### config.mk
export PLATFORM = sky130hd
export DESIGN_NAME = refresh_sequencer
export DESIGN_NICKNAME = d
export VERILOG_FILES = /design/src/rtl/refresh_pkg.sv /design/src/rtl/refresh_dpath.sv /design/src/rtl/refresh_ctrl.sv /design/src/rtl/refresh_sequencer.sv
export SDC_FILE = /design/constraint.sdc
export NUM_CORES = 1
export LEC_CHECK = 0
export CAP_MARGIN = 5
export CORE_ASPECT_RATIO = 0.7
export CORE_UTILIZATION = 50
export CTS_CLUSTER_DIAMETER = 100
export CTS_CLUSTER_SIZE = 25
export DETAILED_ROUTE_END_ITERATION = 8
export DONT_BUFFER_PORTS = 1
export SLEW_MARGIN = 20
export SYNTH_ARGS = -nofsm -noshare
export SYNTH_HDL_FRONTEND = slang
export SYNTH_SLANG_ARGS = --single-unit
### constraint.sdc
create_clock -name clk -period 3.65 [get_ports clk]
set_input_delay 0.1825 -clock clk [delete_from_list [all_inputs] [get_ports clk]]
set_output_delay 0.1825 -clock clk [all_outputs]
set_load 0.01 [all_outputs]
### src/rtl/refresh_pkg.sv
package refresh_pkg;
  typedef struct packed {
    logic busy;       // sequencer owns the strobes
    logic cycleDone;  // last precharge cycle of a refresh
    logic modeRo;     // mode latched at grant
  } seq_strobe_t;

  typedef enum logic [1:0] {
    PH_IDLE  = 2'd0,
    PH_SETUP = 2'd1,
    PH_ACT   = 2'd2,
    PH_PRE   = 2'd3
  } seq_phase_t;
endpackage

### src/rtl/refresh_dpath.sv
module refresh_dpath
  import refresh_pkg::*;
#(
  parameter int INTERVAL   = 3120,
  parameter int OWED_W     = 3,
  parameter int INIT_BURST = 8,
  parameter int ROWS       = 1024,
  localparam int ROW_W     = $clog2(ROWS)
) (
  input  logic             clk,
  input  logic             rstN,
  input  seq_strobe_t      stb,
  output logic             refReq,
  output logic             refUrgent,
  output logic             memReady,
  output logic [ROW_W-1:0] rowAddr
);
  localparam int TMR_W  = $clog2(INTERVAL);
  localparam int INIT_W = $clog2(INIT_BURST + 1);
  localparam logic [OWED_W-1:0] OWED_MAX = '1;
  localparam logic [TMR_W-1:0]  TMR_LOAD = TMR_W'(INTERVAL - 1);
  localparam logic [INIT_W-1:0] INIT_LOAD = INIT_W'(INIT_BURST);

  logic [TMR_W-1:0]  tmr;
  logic [OWED_W-1:0] owed;
  logic [INIT_W-1:0] initLeft;
  logic [ROW_W-1:0]  rowCnt;
  logic tick, initActive, dec, inc;

  assign tick       = (tmr == '0);
  assign initActive = (initLeft != '0);
  assign dec        = stb.cycleDone && !initActive;
  assign inc        = tick && ((owed != OWED_MAX) || dec);

  always_ff @(posedge clk or negedge rstN) begin
    if (!rstN) tmr <= TMR_LOAD;
    else if (tick) tmr <= TMR_LOAD;
    else tmr <= tmr - 1'b1;
  end

  always_ff @(posedge clk or negedge rstN) begin
    if (!rstN) owed <= '0;
    else if (inc && !dec) owed <= owed + 1'b1;
    else if (dec && !inc) owed <= owed - 1'b1;
  end

  always_ff @(posedge clk or negedge rstN) begin
    if (!rstN) initLeft <= INIT_LOAD;
    else if (stb.cycleDone && initActive) initLeft <= initLeft - 1'b1;
  end

  generate
    if ((1 << ROW_W) == ROWS) begin : g_pow2_wrap
      always_ff @(posedge clk or negedge rstN) begin
        if (!rstN) rowCnt <= '0;
        else if (stb.cycleDone && stb.modeRo) rowCnt <= rowCnt + 1'b1;
      end
    end else begin : g_cmp_wrap
      always_ff @(posedge clk or negedge rstN) begin
        if (!rstN) rowCnt <= '0;
        else if (stb.cycleDone && stb.modeRo)
          rowCnt <= (rowCnt == ROW_W'(ROWS - 1)) ? '0 : rowCnt + 1'b1;
      end
    end
  endgenerate

  assign refReq    = !stb.busy && (initActive || (owed != '0));
  assign refUrgent = (owed == OWED_MAX);
  assign memReady  = !initActive;
  assign rowAddr   = rowCnt;


  owed_inc_chk: assert property (@(posedge clk) disable iff (!rstN)
    tick && !stb.cycleDone && (owed != OWED_MAX) |=> owed == $past(owed) + 1'b1);

  no_overflow_chk: assert property (@(posedge clk) disable iff (!rstN)
    ($past(owed) == OWED_MAX) |-> (owed >= OWED_MAX - 1'b1));

  row_wrap_chk: assert property (@(posedge clk) disable iff (!rstN)
    stb.cycleDone && stb.modeRo && (rowCnt == ROW_W'(ROWS - 1)) |=> rowCnt == '0);

  ready_after_done_chk: assert property (@(posedge clk) disable iff (!rstN)
    $rose(memReady) |-> $past(stb.cycleDone));
endmodule

### src/rtl/refresh_ctrl.sv
module refresh_ctrl
  import refresh_pkg::*;
#(
  parameter int SETUP_CYC = 2,
  parameter int ACT_CYC   = 10,
  parameter int PRE_CYC   = 6
) (
  input  logic        clk,
  input  logic        rstN,
  input  logic        refReq,
  input  logic        refGrant,
  input  logic        modeRasOnly,
  output seq_strobe_t stb,
  output logic        rasN,
  output logic        casN,
  output logic        addrEn
);
  localparam int MAX_A = (SETUP_CYC > ACT_CYC) ? SETUP_CYC : ACT_CYC;
  localparam int MAX_C = (MAX_A > PRE_CYC) ? MAX_A : PRE_CYC;
  localparam int CNT_W = $clog2(MAX_C + 1);

  seq_phase_t       phase;
  logic [CNT_W-1:0] cnt;
  logic             modeRo;
  logic             last;

  assign last = (cnt == '0);

  always_ff @(posedge clk or negedge rstN) begin
    if (!rstN) begin
      phase  <= PH_IDLE;
      cnt    <= '0;
      modeRo <= 1'b0;
    end else begin
      unique case (phase)
        PH_IDLE: if (refReq && refGrant) begin
          phase  <= PH_SETUP;
          cnt    <= CNT_W'(SETUP_CYC - 1);
          modeRo <= modeRasOnly;
        end
        PH_SETUP: if (last) begin
          phase <= PH_ACT;
          cnt   <= CNT_W'(ACT_CYC - 1);
        end else cnt <= cnt - 1'b1;
        PH_ACT: if (last) begin
          phase <= PH_PRE;
          cnt   <= CNT_W'(PRE_CYC - 1);
        end else cnt <= cnt - 1'b1;
        PH_PRE: if (last) phase <= PH_IDLE;
                else cnt <= cnt - 1'b1;
        default: phase <= PH_IDLE;
      endcase
    end
  end

  assign stb.busy      = (phase != PH_IDLE);
  assign stb.cycleDone = (phase == PH_PRE) && last;
  assign stb.modeRo    = modeRo;

  assign rasN   = (phase != PH_ACT);
  assign casN   = !(((phase == PH_SETUP) || (phase == PH_ACT)) && !modeRo);
  assign addrEn = ((phase == PH_SETUP) || (phase == PH_ACT)) && modeRo;


  cbr_order_chk: assert property (@(posedge clk) disable iff (!rstN)
    $fell(rasN) && !modeRo |-> $past(!casN));

  ro_cas_high_chk: assert property (@(posedge clk) disable iff (!rstN)
    stb.busy && modeRo |-> casN);

  grant_only_req_chk: assert property (@(posedge clk) disable iff (!rstN)
    !stb.busy && !refReq |=> !stb.busy);

  mode_hold_chk: assert property (@(posedge clk) disable iff (!rstN)
    stb.busy && $past(stb.busy) |-> $stable(modeRo));
endmodule

### src/rtl/refresh_sequencer.sv
module refresh_sequencer
  import refresh_pkg::*;
#(
  parameter int INTERVAL   = 3120,
  parameter int OWED_W     = 3,
  parameter int INIT_BURST = 8,
  parameter int ROWS       = 1024,
  parameter int SETUP_CYC  = 2,
  parameter int ACT_CYC    = 10,
  parameter int PRE_CYC    = 6,
  localparam int ROW_W     = $clog2(ROWS)
) (
  input  logic             clk,
  input  logic             rstN,
  input  logic             refGrant,
  input  logic             modeRasOnly,
  output logic             refReq,
  output logic             refBusy,
  output logic             refUrgent,
  output logic             memReady,
  output logic             rasN,
  output logic             casN,
  output logic             addrEn,
  output logic [ROW_W-1:0] rowAddr
);
  seq_strobe_t stb;

  refresh_ctrl #(
    .SETUP_CYC(SETUP_CYC), .ACT_CYC(ACT_CYC), .PRE_CYC(PRE_CYC)
  ) u_ctrl (
    .clk(clk), .rstN(rstN), .refReq(refReq), .refGrant(refGrant),
    .modeRasOnly(modeRasOnly), .stb(stb), .rasN(rasN), .casN(casN),
    .addrEn(addrEn)
  );

  refresh_dpath #(
    .INTERVAL(INTERVAL), .OWED_W(OWED_W), .INIT_BURST(INIT_BURST), .ROWS(ROWS)
  ) u_dpath (
    .clk(clk), .rstN(rstN), .stb(stb), .refReq(refReq),
    .refUrgent(refUrgent), .memReady(memReady), .rowAddr(rowAddr)
  );

  assign refBusy = stb.busy;
endmodule

After elaboration in Yosys (flattened, before gate mapping)
Index checks and enable logic that the tools add are counted.
{ "word_totals": {"register_bits": 36, "input_bits": 4, "word_cells": 67} }
{ "classes": {"n_addsub": 6, "n_eq_ne": 11, "n_mux": 13, "n_reduce_logical": 30} }
{ "op_table": {"columns": ["op", "count"], "rows": [
  ["$mux W4", 4],
  ["$pmux W4 S4", 1],
  ["$logic_not A12 Y1", 1],
  ["$mux W12", 1],
  ["$sub A12 B1 Y12 const B", 1],
  ["$logic_and A1 B1 Y1", 11],
  ["$add A10 B1 Y10 const B", 1],
  ["$mux W2", 4],
  ["$ne A2 B1 Y1 const B", 4],
  ["$pmux W2 S4", 1],
  ["$sub A4 B1 Y4 const B", 2],
  ["$logic_not A1 Y1", 6],
  ["$mux W3", 2],
  ["$eq A2 B2 Y1 const B", 2],
  ["$logic_not A4 Y1", 1],
  ["$ne A2 B2 Y1 const B", 2],
  ["$reduce_and A2 Y1", 2],
  ["$reduce_and A4 Y1", 1],
  ["$reduce_bool A2 Y1", 2],
  ["$reduce_bool A4 Y1", 1],
  ["$add A3 B1 Y3 const B", 1],
  ["$eq A3 B3 Y1 const B", 1],
  ["$logic_or A1 B1 Y1", 3],
  ["$ne A3 B3 Y1 const B", 1],
  ["other kinds (4)", 4]
]} }

Longest topological paths before layout
Gate-level depths: netlist of the first run.
{ "depth": {"word_depth": 9, "ltp_mapped": 12, "ltp_nobuf": 12} }

Modules after synthesis
From an unflattened synthesis of the first run, not the netlist that was laid out.
{ "hier_totals": {"cells_unflattened": 188, "hier_area_um2": 1965.6} }
{ "modules_own_cells": {"columns": ["mod", "n_inst", "cells_each", "area_per_inst_um2"], "rows": [
  ["refresh_dpath", 1, 133, 1433.9],
  ["refresh_ctrl", 1, 55, 531.8]
]} }

Least setup slack after synthesis of the first run
Ideal clock, no wire load.
{ "synth_path": {"kind": "register to register", "from": "reg u_dpath.initLeft[0]", "to": "reg u_dpath.owed[2]", "setup_ns": 0.079, "arrival_ns": 2.281, "setup_slack_ns": 1.290, "path_stages_with_launch": 13, "n_path_buf": 0, "period_less_slack_ns": 2.360, "path_cell_list": "dfrtp_1 -> inv_1 -> ha_1 -> or3b_4 -> inv_1 -> nand2_1 -> a21oi_1 -> ha_1 -> inv_1 -> fa_1 -> xor2_1 -> nor2_1 -> xor2_1"} }
{ "synth_between": {"elab_chain_cells": 8, "word_cells_on_any_way": 11} }
{ "synth_rtl": {"columns": ["element", "line_no", "text"], "rows": [
  ["start, declared", "refresh_dpath.sv:26", "logic [INIT_W-1:0] initLeft;"],
  ["start signal, assigned", "refresh_dpath.sv:49", "else if (stb.cycleDone && initActive) initLeft <= initLeft - 1'b1;"],
  ["$reduce_bool A4 Y1 *", "refresh_dpath.sv:31", "assign initActive = (initLeft != '0);"],
  ["$logic_not A1 Y1 *", null, null],
  ["net memReady", "refresh_sequencer.sv:20", "output logic memReady,"],
  ["$logic_and A1 B1 Y1 *", "refresh_dpath.sv:32", "assign dec = stb.cycleDone && !initActive;"],
  ["$logic_or A1 B1 Y1", "refresh_dpath.sv:33", "assign inc = tick && ((owed != OWED_MAX) || dec);"],
  ["$logic_and A1 B1 Y1", "refresh_dpath.sv:33", null],
  ["$logic_not A1 Y1", "refresh_dpath.sv:44", "else if (dec && !inc) owed <= owed - 1'b1;"],
  ["$logic_and A1 B1 Y1", "refresh_dpath.sv:44", null],
  ["$reduce_bool A2 Y1 (no source line)", null, null],
  ["end signal, assigned", "refresh_dpath.sv:43", "else if (inc && !dec) owed <= owed + 1'b1;"],
  ["end signal, assigned", "refresh_dpath.sv:44", null],
  ["end, declared", "refresh_dpath.sv:25", "logic [OWED_W-1:0] owed;"]
]} }
Mark *: on every way through the listed nets, which the timed path passes. The rest lies on a longest branch.
A chain may end at the register's enable or synchronous reset.

Final worst setup path of the first run
{ "layout_path": {"from": "reg u_ctrl.cnt[0]", "to": "reg u_dpath.owed[2]"} }
{ "layout_between": {"elab_chain_cells": 8, "word_cells_on_any_way": 11} }
{ "layout_rtl": {"columns": ["element", "line_no", "text"], "rows": [
  ["start, declared", "refresh_ctrl.sv:23", "logic [CNT_W-1:0] cnt;"],
  ["start signal, assigned", "refresh_ctrl.sv:38", "cnt <= CNT_W'(SETUP_CYC - 1);"],
  ["start signal, assigned", "refresh_ctrl.sv:43", "cnt <= CNT_W'(ACT_CYC - 1);"],
  ["start signal, assigned", "refresh_ctrl.sv:44", "end else cnt <= cnt - 1'b1;"],
  ["$logic_not A4 Y1 *", "refresh_ctrl.sv:27", "assign last = (cnt == '0);"],
  ["$logic_and A1 B1 Y1 *", "refresh_ctrl.sv:57", "assign stb.cycleDone = (phase == PH_PRE) && last;"],
  ["$logic_and A1 B1 Y1 *", "refresh_dpath.sv:32", null],
  ["$logic_or A1 B1 Y1", "refresh_dpath.sv:33", null],
  ["$logic_and A1 B1 Y1", "refresh_dpath.sv:33", null],
  ["$logic_not A1 Y1", "refresh_dpath.sv:44", null],
  ["$logic_and A1 B1 Y1", "refresh_dpath.sv:44", null],
  ["$reduce_bool A2 Y1 (no source line)", null, null]
]} }
Every way passes the cells marked *; elsewhere a longest branch is shown, timed or not.

==> impl_results.md, run 1 <==
* Worst-margin pin slew at about 0.63 ns
* Hold Path Class: primary input to flip-flop
* Internal at 0.8714 mW
* WP data arrival at approximately 2.7 ns
* Distinct cell type count after synthesis at between 40 and 50
* Root buffer cell: clkbuf_8
* Final wirelength at around 3.3 mm
* Ys Warns at 0
* DR vias at 1,285
* Finished Cell Area at between 2000 and 2500 sq um
* Port Buffers at 0
* Clk_lat worst skew at ~0.28 ns
* Routed Antenna Nets at 0
* Main synth FF type: dfrtp_1
* Fraction of power spent switching nets at between 30 and 40%
* Maximum VDD drop at ~0.46 mV
* Initial DRC Count at between 60 and 70
* Final Cycle Share at a little under 70%
* Dpl hpwl at around 2.4 mm
* Mapped Avg Cell Area at 10.74 sq um
* Max cap viols at 0
* First-pass iteration count of the detailed router at 4
* Chip width at 75.72 um
* # IOs at 21
* FF-to-FF Start: u_ctrl.cnt[0]
* Post-synth EDFFs at 0
* Fillers at 297
* Worst-path clk slew at 0.07 ns
* Util after Layout at between 50% and 60%
* RSZ-0062 raised after global routing: no
* Global Route Usage Sum at 18.80%
* Startpoint types: flip-flop
* Post-CTS Hold Buffers at 2
* Post-route setup slack at approximately 1.1 ns
* Synth Instances at 177
* Initial antenna violation count at 0
* Worst Skew at roughly 0.0045 ns
* Post-CTS setup buffers at 0
* Cell Rows at 18
* Die Span Y at 53.60 um
* Fmax at about 390 MHz
* WL/cell at between 10 and 15 um
* DRC viols at 0
* Rel. slew slack at about three fifths
* Core area at between 3000 and 4000 sq um
* Placer Congestion at ~0.86
* Max-slew violations at 0
* Die Area at between 4000 and 5000 sq um
* Vias/cell at 5.422
* Total Nets Final at roughly 200
* Status: finished clean
* Setup TNS at 0 ns
* Hold path startpoint: modeRasOnly
* Critical path origin: u_ctrl.cnt[0]
* Max Fanout on Critical Path at 8
* Critical setup path kind: flip-flop to flip-flop
* Power share of the combinational group at a little under two fifths
* Net switching power at between 0.4 and 0.5 mW
* Initial core utilization at 53.11%
* CTS tree: done
* Worst-path cell chain: inv_1, ha_1, nor4bb_1, buf_4, nand2_1, a21oi_1, ha_1, inv_1, fa_1, xor2_1, nor2_1, xor2_1
* Antenna cells at 0
* H-tree depth at 2
* Max Buffers Root-to-Sink at 2
* Clock sinks at 36
* Final setup violation count at 0
* CTS Buf Count at 5
* Global-route wire length before repair at roughly 5.5 mm
* Seq/Total Area, Yosys at 47.89%
* Synthesized flop and latch total at 36
* P_leak at approximately 0.92 nW
* Synthesized cell area at between 1500 and 2000 sq um
* Area after DPL at roughly 2000 sq um
* Post-route minimum period at between 2 and 3 ns
* Max incr delay on CP at a little under 0.4 ns
* Syn nets at between 150 and 200
* Pre-CTS setup slack at between 1 and 1.5 ns
* Overall Power at between 1 and 1.5 mW
* Reg power frac at between 40% and 50%
* Vias in the first global route at approximately 1,200
* Overflow after GRT at 0
* Async S/R FF share, synth at 100.0%
* Power Dens Cells at between 600 and 700 nW/um^2
* Clock power frac at between 20% and 30%
* Worst path required time at between 3 and 4 ns
* Final hold violation count at 0
* Share of cells above drive strength 1 at 16.04%
* Largest net degree at the start of global routing at 37
* P&R area growth vs syn at 9.934%
* Worst-path cell with the longest stage delay: dfrtp_1
* Post-CTS sizing at 0
* Critical Path End Type: flip-flop
[flip-flops by register name, summed over array words and instances (netlist names)]
register	count
u_ctrl.phase	2
u_dpath.rowAddr	10
u_dpath.initLeft	4
u_dpath.tmr	12
u_dpath.owed	3
u_ctrl.modeRo	1
u_ctrl.cnt	4
[kinds of logic (layout without fill, tap and decap cells)]
| family | after synthesis | after routing | synth area share [%] |
|---|---|---|---|
| compound gates | 26 | 26 | 9.869 |
| xor+xnor | 20 | 20 | 9.210 |
| fa+ha+maj | 11 | 11 | 7.632 |
| buf+inv | 14 | 24 | 2.829 |
| flops | 36 | 36 | 47.89 |
| mux | 4 | 4 | 2.565 |
| simple gates | 66 | 66 | 20.00 |
[final cells by class]
cell class / instances / area, sq um / area share, %
Clock buffer: 7 / 86.33 / 4.129
Clock inverter: 1 / 7.507 / 0.3591
Tap cell: 50 / 62.56 / 2.992
Timing Repair Buffer: 3 / 37.54 / 1.795
Multi-Input combinational cell: 127 / 937.1 / 44.82
Inverter: 13 / 48.80 / 2.334
Sequential cell: 36 / 910.9 / 43.57
[worst max-delay path, delay by kind of cell (launching register included)]
kind | cells | cell delay, ns
compound gates | 1 | 0.13
flops | 1 | 0.39
simple gates | 3 | 0.46
buf+inv | 3 | 0.39
xor+xnor | 2 | 0.31
fa+ha+maj | 3 | 0.77
[path summary, 6_finish.rpt]
| check | end | slack [ns] | cells after the start |
|---|---|---|---|
| worst max-delay path | u_dpath.owed[2] | 1.11 | 12 |
| worst min register to register | u_dpath.tmr[0] | 0.47 | 1 |
| min in group asynchronous | u_dpath.rowAddr[7] | 0.35 | 2 |
| max in group asynchronous | u_dpath.tmr[3] | 3.05 | 2 |
| worst min-delay path | u_ctrl.modeRo | 0.03 | 1 |
| worst max register to register | u_dpath.owed[2] | 1.11 | 12 |
[cells in the final DEF, fill, tap and decap left out, drive strengths merged, types with 2 or more instances in the layout]
cell    synthesis  routed
or3b            2       2
nand2b          5       5
or4             2       2
dfrtp          28      28
or3             2       2
nor2           13      13
o22ai           2       2
a22o            2       2
and2            4       4
nand4           3       3
nand2           9       9
ha             10      10
buf             1       2
o21ai           6       6
clkbuf          0       7
inv            13      13
o31ai           2       2
nor3            6       6
dfstp           8       8
xnor2          10      10
mux2            4       4
xor2           10      10
nand3           6       6
a21oi           4       4
o21bai          3       3
and3            6       6
nor4            3       3
[power by group through the flow]
stage | clock, mW | combinational [mW] | sequential (mW)
floorplan | 0 | 0.420 | 0.543
finish | 0.288 | 0.511 | 0.559
CTS | 0.302 | 0.511 | 0.559
global placement | 0 | 0.489 | 0.560
detailed placement | 0 | 0.497 | 0.567
global route | 0.317 | 0.577 | 0.574
[layer usage]
metal	part of all wire (%)	up-vias	routed length (um)	global-route usage, %
met3	7.7	2	254	5.618
met4	0.36	0	12	5.556
met5	0	-	0	0
li1	-	637	-	-
met1	51	605	1681	28.61
met2	41	41	1351	25.45
[through the flow]
| stage | hold slack, ns | cells |
|---|---|---|
| after floorplan | -0.1131 | 177 |
| after global placement | -0.1123 | 227 |
| after detailed placement | -0.1123 | 227 |
| after CTS | 0.02180 | 237 |
| after global routing | 0.01476 | 237 |
| final | 0.03331 | 237 |
[Yosys cell counts (2+ instances only)]
master / count / area, sq um
dfrtp_1: 28 / 700.7
inv_1: 13 / 48.80
nor2_1: 12 / 45.04
ha_1: 10 / 125.1
xnor2_1: 10 / 87.58
xor2_1: 10 / 87.58
nand2_1: 9 / 33.78
dfstp_2: 8 / 210.2
and3_1: 6 / 37.54
nor3_1: 6 / 30.03
o21ai_0: 6 / 30.03
nand2b_1: 5 / 31.28
nand3_1: 5 / 25.02
a21oi_1: 4 / 20.02
and2_1: 3 / 18.77
nand4_1: 3 / 18.77
nor4_1: 3 / 18.77
o21bai_1: 3 / 22.52
mux2_2: 2 / 22.52
o31ai_1: 2 / 15.01
or3_1: 2 / 12.51
or4_4: 2 / 22.52
(Power assumes the default switching activity.)
==> run 2, diff against run 1 <==
Clock period 3.65 ns to 2.6 ns, I/O delays scaled along.
==> impl_results.md, run 2 (same netlist as run 1, synthesis figures left out) <==
* Status: finished clean
* Worst-path cell chain: inv_1, ha_2, or3b_4, inv_2, nand2_1, a21oi_2, ha_2, inv_1, fa_1, xor2_1, nor2_1, xor2_1
* Hold path startpoint: refGrant
* Finished Layout Cells at around 240
* FF-to-FF Start: u_dpath.initLeft[1]
* Worst reg2reg setup slack at between 0.1 and 0.15 ns
* Placer Congestion at approximately 0.82
* Hold Slack at roughly 0.092 ns
* Largest delay contributor family on the critical path: adder cells
* Max Buffers Root-to-Sink at 2
* Die Span Y at ~54 um
* Register Area at 910.9 sq um
* Critical Path End Type: flip-flop
* Root buffer cell: clkbuf_8
* Global Route Usage Sum at about 20%
* DRC viols at 0
* Maximum VDD drop at 0.5920 mV
* Global-route wire length before repair at 5.658 mm
* CTS tree: done
* Final wirelength at between 3 and 4 mm
* Antenna cells at 0
* Most common cell after layout, fill and taps aside: dfrtp_1
* Most frequent cells in the layout: dfrtp_1, nor2_1, inv_1
* WP data arrival at ~2.7 ns
* Overflow after GRT at 0
* Initial antenna violation count at 0
* RSZ-0062 raised after global routing: no
* Worst-margin pin slew at 0.6142 ns
* DR vias at 1,334
* Worst hold endpoint: u_ctrl.modeRo
* P_leak at around 0.95 nW
* Max cap viols at 0
* Hold Path Class: primary input to flip-flop
* First-pass iteration count of the detailed router at 4
* Setup TNS at 0 ns
* Area of the multi-input gates at between 900 and 1000 sq um
* Chip width at between 70 and 80 um
* Power Dens Cells at between 900 and 1000 nW/um^2
* Worst-path cell with the longest stage delay: or3b_4
* Max Fanout on Critical Path at 4
* CTS Buf Count at 5
* WL/cell at ~14 um
* Initial core utilization at 53.11%
* Max incr delay on CP at approximately 0.42 ns
* Post-route minimum period at about 2.5 ns
* Dpl hpwl at approximately 2.6 mm
* Worst Skew at 0.002757 ns
* Worst path required time at roughly 2.8 ns
* Port Buffers at 0
* Max-slew violations at 0
* Final setup violation count at 0
* Critical setup path kind: flip-flop to flip-flop
* Final hold violation count at 0
* Clock sinks at 36
* Die Area at slightly above 4000 sq um
* Vias in the first global route at roughly 1,200
* Final Cycle Share at approximately 95%
* FF-to-FF End: u_dpath.owed[2]
* Overall Power at between 1.5 and 2 mW
* Largest net degree at the start of global routing at 37
* Worst Hold Depth at 2
* CP bufs+invs at 3
* Rel. slew slack at between 50% and 60%
* Largest register by flop count: u_dpath.tmr
* Fmax at 405.8 MHz
* Vias/cell at roughly 5.5
* Largest register FFs at 12
* Routed Antenna Nets at 0
* Total Nets Final at 208
* Placed insts at 230
* Share of cells above drive strength 1 at 22.16%
* P&R area growth vs syn at 14.21%
* Clk_lat worst skew at between 0.2 and 0.3 ns
* # IOs at 21
* Core area at around 3600 sq um
* Startpoint types: flip-flop
* R2R cell count at 12
* Fillers at 302
* Initial DRC Count at 85
* Cell Rows at 18
* H-tree depth at 2
* Worst-path clk slew at 0.07 ns
-- run 2: cell count changes in the layout (fill, tap and decap cells not counted), sizes merged --
cell and delta:
buf +6, dlygate4sd3 +1
-- run 2: final cells by class --
class | instances | share of cell area [%]
multi-input cells | 127 | 44.35
flip-flops and latches | 36 | 41.94
repair buffers | 10 | 4.263
clock buffers | 7 | 3.975
well taps | 50 | 2.880
inverters | 13 | 2.247
clock inverters | 1 | 0.3456
-- run 2: power breakdown --
group          total (mW)  internal, mW  switching (mW)
Sequential          0.794         0.658           0.135
Clock               0.401         0.215           0.186
Combinational       0.761         0.380           0.381
-- run 2: through the flow --
| step | cell area [sq um] | utilization, % | setup WS [ns] |
|---|---|---|---|
| after floorplan | 1902 | - | 0.2401 |
| after global placement | 1989 | 55.56 | 0.1819 |
| after detailed placement | 1989 | 55.56 | 0.05159 |
| after CTS | 2123 | 59.29 | 0.005207 |
| after global routing | 2172 | 60.66 | 0.007045 |
| final | 2172 | 60.66 | 0.1358 |
-- run 2: worst reg2reg max path, cell delays in order, from the launching register on --
cell,delay (ns)
dfrtp_1,0.40
inv_1,0.06
ha_2,0.16
or3b_4,0.42
inv_2,0.08
nand2_1,0.08
a21oi_2,0.14
ha_2,0.20
inv_1,0.05
fa_1,0.37
xor2_1,0.17
nor2_1,0.11
xor2_1,0.15
-- run 2: worst max path at each step --
stage                        startpoint         endpoint  depth (start not counted)
finish              u_dpath.initLeft[1]  u_dpath.owed[2]                         12
global route        u_dpath.initLeft[1]  u_dpath.owed[2]                         12
CTS                       u_ctrl.cnt[0]  u_dpath.owed[2]                         11
detailed placement        u_ctrl.cnt[0]  u_dpath.owed[2]                         11
global placement    u_dpath.initLeft[0]  u_dpath.owed[2]                         12
floorplan           u_dpath.initLeft[0]  u_dpath.owed[2]                         12
-- run 2: metal layers --
metal,wire (um),up-vias,global-route usage [%]
li1,-,650,-
met2,1556,21,28.87
met4,12,0,5.556
met3,117,2,6.367
met1,1817,661,27.39
met5,0,-,0
-- run 2: what timing repair did --
item | CTS | global route
hold endpoints to repair | 37 | 0
setup buffers | 0 | 3
endpoints found under the setup margin | 0 | 2
resized for setup | 0 | 8
hold buffers | 3 | 0
==> run 3, diff against run 2 <==
Settings changed: CORE_UTILIZATION 50 to 33, PLACE_DENSITY from default to 0.52.
==> impl_results.md, run 3 (same netlist as run 1, synthesis figures left out) <==
* H-tree depth at 2
* Placed insts at 252
* Core area at approximately 5400 sq um
* Most frequent cells in the layout: dfrtp_1, inv_1, nor2_1
* Finished Layout Cells at 264
* Post-route setup slack at roughly 0.18 ns
* Initial antenna violation count at 0
* Root buffer cell: clkbuf_8
* Pre-CTS setup slack at between 0.08 and 0.09 ns
* Clk_lat worst skew at 0.28 ns
* Total Nets Final at just over 200
* CTS Buf Count at 5
* Final wirelength at around 3.8 mm
* WL/cell at approximately 14 um
* Status: finished clean
* Global Route Usage Sum at a little over an eighth
* Worst Hold Depth at 2
* Rel. slew slack at ~77%
* Initial core utilization at a little over a third
* P&R area growth vs syn at 14.74%
* CTS tree: done
* Hold Slack at between 0.06 and 0.07 ns
* Chip width at just over 90 um
* DRC viols at 0
* DR vias at between 1,000 and 1,500
* Max Buffers Root-to-Sink at 2
* Largest net degree at the start of global routing at 37
* Vias/cell at roughly 5.1
* Setup TNS at 0 ns
* Worst Skew at 0.005740 ns
* Overall Power at a little under 2 mW
* Final hold violation count at 0
* Post-route minimum period at about 2.4 ns
* Maximum VDD drop at between 0.4 and 0.5 mV
* Port Buffers at 0
* Power Dens Cells at roughly 910 nW/um^2
* Max cap viols at 0
* P_leak at 0.9468 nW
* Startpoint types: flip-flop
* Placer Congestion at 0.7707
* Final Cycle Share at between 90 and 100%
* Max-slew violations at 0
* Dpl hpwl at 2.760 mm
* Fillers at 539
* Critical setup path kind: flip-flop to flip-flop
* Initial DRC Count at 38
* # IOs at 21
* Worst path required time at 2.81 ns
* Worst reg2reg setup slack at ~0.18 ns
* Register Area at just over 900 sq um
* Clock sinks at 36
* Global-route wire length before repair at about 6.3 mm
* Cell Rows at 22
* Overflow after GRT at 0
* Antenna cells at 0
* Final setup violation count at 0
* Largest register FFs at 12
* Worst-path clk slew at around 0.070 ns
* Vias in the first global route at 1,327
* Area of the multi-input gates at slightly below 1000 sq um
* R2R cell count at 12
* Critical Path End Type: flip-flop
* Hold Path Class: primary input to flip-flop
* Worst-margin pin slew at ~0.35 ns
* Max Fanout on Critical Path at 4
* RSZ-0062 raised after global routing: no
* Most common cell after layout, fill and taps aside: dfrtp_1
* First-pass iteration count of the detailed router at 4
* WP data arrival at 2.64 ns
* Largest register by flop count: u_dpath.tmr
* Routed Antenna Nets at 0
* Die Span Y at 65.52 um
* Share of cells above drive strength 1 at approximately a fifth
* Fmax at between 400 and 500 MHz
* Die Area at around 6000 sq um
-- run 3: per-layer routing --
layer	vias to the layer above	wire [um]	global-route usage [%]
li1	646	-	-
met1	665	1942	17.99
met4	0	33	4.615
met2	31	1572	20.19
met3	4	246	5.556
met5	-	0	0
-- run 3: cell type report --
cell class | count | area share [%]
clock buffers | 7 | 3.956
clock inverters | 1 | 0.3440
inverters | 13 | 2.236
multi-input cells | 127 | 44.04
flip-flops and latches | 36 | 41.74
well taps | 72 | 4.128
repair buffers | 8 | 3.555
-- run 3: power breakdown --
group / internal (mW) / switching [mW] / leakage, nW
Combinational: 0.382 / 0.392 / 0.475
Sequential: 0.658 / 0.139 / 0.427
Clock: 0.215 / 0.202 / 0.0445
-- run 3: per-stage QoR --
step / area, sq um / util (%)
2_1_floorplan: 1902 / -
3_3_place_gp: 2017 / 37.38
3_5_place_dp: 2017 / 37.38
4_1_cts: 2151 / 39.87
5_1_grt: 2182 / 40.45
6_report: 2182 / 40.45
-- run 3: what timing repair did --
| item | CTS | global route |
|---|---|---|
| gates resized for setup | 0 | 6 |
| hold endpoints to repair | 37 | 0 |
| setup endpoints to repair | 0 | 1 |
| buffers inserted | 0 | 1 |
| hold buffers | 3 | 0 |
-- run 3: final timing paths --
kind | endpoint | startpoint
worst max register to register | u_dpath.owed[2] | u_dpath.initLeft[0]
worst min-delay path | u_ctrl.modeRo | refGrant
worst max-delay path | u_dpath.owed[2] | u_dpath.initLeft[0]
max in group asynchronous | u_dpath.tmr[0] | rstN
min in group asynchronous | u_dpath.rowAddr[7] | rstN
worst min register to register | u_dpath.tmr[0] | u_dpath.tmr[0]
-- run 3: critical path: stages, from the launching register on --
cell and delay (ns):
dfrtp_1 0.40, inv_1 0.06, ha_1 0.16, or3b_4 0.42, inv_2 0.07, nand2_1 0.08
a21oi_2 0.14, ha_2 0.20, inv_1 0.05, fa_2 0.33, xor2_1 0.17, nor2_1 0.11
xor2_1 0.14
